<file path="config.mk">
export PLATFORM = sky130hd
export DESIGN_NAME = keyscan_event_gen
export DESIGN_NICKNAME = d
export VERILOG_FILES = /design/src/rtl/keyscan_event_gen.sv
export SDC_FILE = /design/constraint.sdc
export NUM_CORES = 1
export LEC_CHECK = 0
export ABC_AREA = 0
export BUFFER_PORTS_ARGS = -buffer_cell sky130_fd_sc_hd__buf_2
export CAP_MARGIN = 20
export CORE_MARGIN = 4
export CORE_UTILIZATION = 35
export DETAILED_ROUTE_END_ITERATION = 10
export PLACE_DENSITY = 0.55
export SLEW_MARGIN = 10
export SYNTH_ARGS = -nofsm -noshare
export SYNTH_HDL_FRONTEND = slang
export SYNTH_SLANG_ARGS = --single-unit
</file>
<file path="constraint.sdc">
create_clock -name clk -period 3.95 [get_ports clk]
set_clock_uncertainty 0.15 [all_clocks]
set_input_delay 0.1975 -clock clk [delete_from_list [all_inputs] [get_ports clk]]
set_output_delay 0.1975 -clock clk [all_outputs]
set_load 0.01 [all_outputs]
</file>
<file path="src/rtl/keyscan_event_gen.sv">
module keyscan_event_gen #(
  parameter int ENTRIES = 8,
  parameter int ROW_W   = 4,
  parameter int COL_W   = 3,
  parameter logic [ROW_W+COL_W-1:0] FN_KEY = '1
) (
  input  logic                             clk,
  input  logic                             rst_n,
  input  logic                             ghost_en,
  input  logic                             fn_en,
  input  logic                             snap_valid,
  output logic                             snap_ready,
  input  logic [ENTRIES-1:0]               snap_mask,
  input  logic [ENTRIES*(ROW_W+COL_W)-1:0] snap_keys,
  output logic                             ev_valid,
  input  logic                             ev_ready,
  output logic                             ev_press,
  output logic [ROW_W+COL_W:0]             ev_code,
  output logic                             ev_sync
);
  localparam int KW   = ROW_W + COL_W;
  localparam int CW   = KW + 1;
  localparam int IW   = (ENTRIES > 1) ? $clog2(ENTRIES) : 1;
  localparam int CNTW = $clog2(ENTRIES + 1);
  localparam logic [IW-1:0] LAST = IW'(ENTRIES - 1);

  typedef enum logic [1:0] {S_IDLE, S_REL, S_PRS, S_SYNC} state_t;

  state_t             state;
  logic [IW-1:0]      idx;
  logic [ENTRIES-1:0] old_mask, new_mask;
  logic [CW-1:0]      old_code [ENTRIES];
  logic [CW-1:0]      new_code [ENTRIES];
  logic               layer_q;

  logic [KW-1:0]      raw  [ENTRIES];
  logic [CW-1:0]      ncode[ENTRIES];
  logic [ENTRIES-1:0] keep;
  logic               fn_seen, layer, ghost;
  logic [CNTW-1:0]    nkeys;
  logic               present, step;

  always_comb begin
    fn_seen = 1'b0;
    for (int i = 0; i < ENTRIES; i++) begin
      raw[i] = snap_keys[i*KW +: KW];
      if (snap_mask[i] && raw[i] == FN_KEY) fn_seen = 1'b1;
    end
    layer = fn_en && fn_seen;
    nkeys = '0;
    for (int i = 0; i < ENTRIES; i++) begin
      keep[i]  = snap_mask[i] && !(layer && raw[i] == FN_KEY);
      ncode[i] = {layer, raw[i]};
      nkeys    = nkeys + CNTW'(keep[i]);
    end
  end

  always_comb begin
    logic sc, sr, hit;
    hit = 1'b0;
    for (int i = 0; i < ENTRIES; i++) begin
      sc = 1'b0;
      sr = 1'b0;
      for (int j = 0; j < ENTRIES; j++) begin
        if (j != i && keep[j]) begin
          if (raw[j][COL_W-1:0] == raw[i][COL_W-1:0]) sc = 1'b1;
          if (raw[j][KW-1:COL_W] == raw[i][KW-1:COL_W]) sr = 1'b1;
        end
      end
      if (keep[i] && sc && sr) hit = 1'b1;
    end
    ghost = ghost_en && (nkeys >= CNTW'(3)) && hit;
  end

  always_comb begin
    present = 1'b0;
    for (int j = 0; j < ENTRIES; j++)
      if (new_mask[j] && new_code[j] == old_code[idx]) present = 1'b1;
  end

  assign snap_ready = (state == S_IDLE);
  assign ev_press   = (state == S_PRS);
  assign ev_code    = ev_press ? new_code[idx] : old_code[idx];
  assign ev_sync    = (state == S_SYNC);
  assign ev_valid   = (state == S_REL && old_mask[idx] && !present) ||
                      (state == S_PRS && new_mask[idx]);
  assign step       = !ev_valid || ev_ready;

  always_ff @(posedge clk or negedge rst_n) begin
    if (!rst_n) begin
      state    <= S_IDLE;
      idx      <= '0;
      old_mask <= '0;
      new_mask <= '0;
      layer_q  <= 1'b0;
      for (int i = 0; i < ENTRIES; i++) begin
        old_code[i] <= '0;
        new_code[i] <= '0;
      end
    end else begin
      case (state)
        S_IDLE: if (snap_valid && !ghost) begin
          new_mask <= keep;
          layer_q  <= layer;
          for (int i = 0; i < ENTRIES; i++) new_code[i] <= ncode[i];
          idx   <= '0;
          state <= S_REL;
        end
        S_REL: if (step) begin
          idx <= (idx == LAST) ? '0 : idx + 1'b1;
          if (idx == LAST) state <= S_PRS;
        end
        S_PRS: if (step) begin
          idx <= (idx == LAST) ? '0 : idx + 1'b1;
          if (idx == LAST) state <= S_SYNC;
        end
        default: begin
          old_mask <= new_mask;
          for (int i = 0; i < ENTRIES; i++) old_code[i] <= new_code[i];
          state <= S_IDLE;
        end
      endcase
    end
  end

  AST_READY_NO_EVENT: assert property (@(posedge clk) disable iff (!rst_n) ev_valid |-> !snap_ready);
  AST_EVENT_HOLD: assert property (@(posedge clk) disable iff (!rst_n) ev_valid && !ev_ready |=> ev_valid && $stable(ev_code) && $stable(ev_press));
  AST_RELEASE_FIRST: assert property (@(posedge clk) disable iff (!rst_n) ev_valid && ev_press |=> !(ev_valid && !ev_press));
  AST_SYNC_PULSE: assert property (@(posedge clk) disable iff (!rst_n) ev_sync |=> !ev_sync && snap_ready);
  AST_LAYER_CODE: assert property (@(posedge clk) disable iff (!rst_n) ev_valid && ev_press |-> ev_code[KW] == layer_q);
  AST_GHOST_DROP: assert property (@(posedge clk) disable iff (!rst_n) snap_valid && snap_ready && ghost |=> snap_ready && !ev_valid);
endmodule

</file>
==> impl_metrics.yaml <==
drt:
  vias: 7916
  drt-total-wl_um: 35100
  ant_nets: 0
  via_per_inst: 5.39
  firstDrtPassIters: 8
  drt_iter0_markers: 682
  wl_per_cell_um: 23.9
  remaining_drc_errors: 0
pwr:
  power_density_mw_per_mm2: 785
  leakage_nw: 5.57
  ir_drop_v: 0.000437
timing:
  tightest_slew_ns: 0.849
  grt_setup_unrepaired: "true"
  clock.fmax_ghz: 0.226
  period_share_pct: 112
  slew_headroom_pct: 43.4
  final_hold_viol_count: 0
  worst_slack_ns: -0.467
  drv_slew: 0
  setup_violations: 70
  final.min_clock_period_ns: 4.42
synth:
  synth_flop_cell: "dfrtp_1"
  synth_area_leaders: "dfrtp_1, xor2_1, mux2_2, mux2_4, mux4_2"
  yosys_warnings: 0
  synth-simple-area-share_pct: 7.81
  async_reset_ff_share_pct: 100
  netlist_top_cells_count: "xor2_1, dfrtp_1, mux2_2, xnor2_1, buf_2"
  synth_area_leader_cell: "dfrtp_1"
  synthesis.area_mm2: 0.0106
  syn_inst: 932
  muxShareOfSynthArea_pct: 25.7
  synth.top_cell.area_share_pct: 31.8
  synth_edf_count: 0
  ys_types: 58
  avgSynthCellArea_um2: 11.4
  synth-compound-area-share_pct: 6.40
  synth_top_family_by_area: "multiplexers"
  syn-num-nets: 1016
  synth_most_common_cell: "xor2_1"
  synth_adder_area_share_pct: 1.93
  synth_seq_cells: 135
  yosysSeqAreaShare_pct: 31.8
  yosys.area_share.xor_xnor_pct: 20.9
flow_run:
  maxCapViolCount: 0
floorplanning:
  die-area_mm2: 0.0332
  core_area_mm2: 0.0298
  start_util_pct: 35.6
  die_h_um: 182
  dieWidth_um: 182
  rows: 63
  pin_count: 82
worst_hold_path:
  hp-class: "in2reg"
placed_design:
  io_buffers: 81
  gp_congestion: 0.883
  dp.cells: 1418
  dp_hpwl_um: 26700
global_routing:
  grt_pass1_vias: 8070
  grt_pass1_wl_um: 52200
  grt_antenna_before_repair: 0
  grt.total_usage_pct: 20.9
  overflow: 0
  grt_max_degree: 87
clock_network:
  cts_buffers: 17
  clkLatencyLatePin_ns: 0.42
  tritoncts: "built"
  clkTransAtPathRegs_ns: 0.06
  cts.sinks: 135
  clk_path_buf_depth: 2
  cts_root_buf: "clkbuf_16"
  htree_levels: 4
status:
  failed_checks: "negative setup slack"
  status: "complete, but fails checks"
cells_and_area:
  instances_no_fill: 1470
  drive_above_1_share_pct: 41.9
  syn_to_final_growth_pct: 23.5
  num_antenna_cells: 0
  fin_nets: 1153
  final_util_pct: 44.0
critical_path:
  cp.arrival_ns: 4.58
  cp_max_fo: 8
  cp-start-kind: "primary input"
  critPathKind: "in2reg"
  critPathCaptureType: "flip-flop"
  worstPathRequired_ns: 4.11
  reg2reg_setup_slack_ns: 0.27
## cell type report
class | count | area, um2
clock buffer | 19 | 443
clock inverter | 11 | 153
fill | 2802 | 16700
inverter | 18 | 67.6
multi-input combinational | 691 | 6840
sequential | 135 | 3380
tap | 390 | 488
timing repair buffer | 206 | 1740
## repair_timing
action / in CTS / in global routing
buffers inserted: 5 / 12
endpoints found under the setup margin: 71 / 71
gates resized for setup: 51 / 17
gates cloned: 6 / 1
pin swaps: 10 / 6
endpoints found under the hold margin: 84 / 0
hold buffers: 1 / 0
## critical path, stage by stage
cell       delay [ns]
clkbuf_4         0.17
nand3_2          0.11
nor2_2           0.06
a22oi_2          0.18
a41oi_4          0.16
a21boi_2         0.19
inv_2            0.06
fa_1             0.50
fa_1             0.53
fa_1             0.42
inv_1            0.07
ha_2             0.18
inv_2            0.04
fa_2             0.36
buf_4            0.15
buf_6            0.10
a21oi_2          0.10
o21a_1           0.16
o21ai_2          0.08
nand3_4          0.11
buf_6            0.13
clkbuf_16        0.16
mux2_2           0.33
## through the flow
stage	hold WS, ns	total power, W	setup WS (ns)	setup TNS (ns)	area (um2)
after floorplan	-0.248	0.00656	-0.757	-49.04	10900
after global placement	0.173	0.00805	-0.962	-64.77	11900
after detailed placement	0.172	0.00814	-1.05	-70.62	11900
after CTS	0.0204	0.0100	-0.548	-30.56	12900
after global routing	0.0428	0.0108	-0.609	-40.86	13100
final	0.0257	0.0103	-0.467	-30.73	13100
## final timing paths
| kind | cells after the start | start | end |
|---|---|---|---|
| setup / recovery | 23 | snap_keys[48] | new_code[49]$_DFFE_PN0P_ |
| hold / removal | 3 | ev_ready | idx[0]$_DFFE_PN0P_ |
| setup reg to reg | 13 | idx[0]$_DFFE_PN0P_ | state[1]$_DFFE_PN0P_ |
| hold reg to reg | 1 | old_code[24]$_DFFE_PN0N_ | old_code[24]$_DFFE_PN0N_ |
| max in group asynchronous | 3 | rst_n | new_code[50]$_DFFE_PN0P_ |
| min in group asynchronous | 2 | rst_n | old_code[24]$_DFFE_PN0N_ |
## power by group
| group | internal, W | total [W] | switching, W | leakage [nW] |
|---|---|---|---|---|
| clock | 0.00100 | 0.00161 | 0.000610 | 0.281 |
| combinational | 0.00319 | 0.00573 | 0.00254 | 3.69 |
| sequential | 0.00210 | 0.00295 | 0.000843 | 1.61 |
## routing by layer
| layer | vias up | global-route usage (%) | routed length [um] |
|---|---|---|---|
| met5 | - | 0 | 0 |
| met4 | 0 | 7.24 | 1070 |
| met3 | 51 | 3.01 | 1740 |
| met2 | 280 | 33.5 | 16500 |
| met1 | 3981 | 29.0 | 15800 |
| li1 | 3604 | - | - |
## logic make-up after synthesis
family,after synthesis
muxes,188
buffers and inverters,106
AOI/OAI and AO/OA,83
DFF,135
xor gates and xnor gates,253
and+or+nand+nor,153
adders and majority gates,14
## layout by cell type (no fill, tap or decap), drive strengths merged, types with 9 or more instances in the layout
cell | synthesis | final
nor2 | 9 | 9
mux2 | 133 | 133
dfrtp | 135 | 135
a22oi | 22 | 22
nor4 | 30 | 30
mux2i | 23 | 23
nand4 | 27 | 27
inv | 18 | 18
mux4 | 32 | 32
nand2 | 18 | 18
xnor2 | 61 | 61
ha | 10 | 10
xor2 | 192 | 192
buf | 78 | 202
nand3 | 31 | 31
nor3 | 24 | 24
a222oi | 10 | 10
clkbuf | 10 | 22
## flip-flops by register name, indices dropped and copies added, names as in the netlist
signal	count
new_mask	8
new_code	57
old_mask	8
old_code	57
idx	3
state	2
No activity file was read; power rests on OpenSTA's default activity.
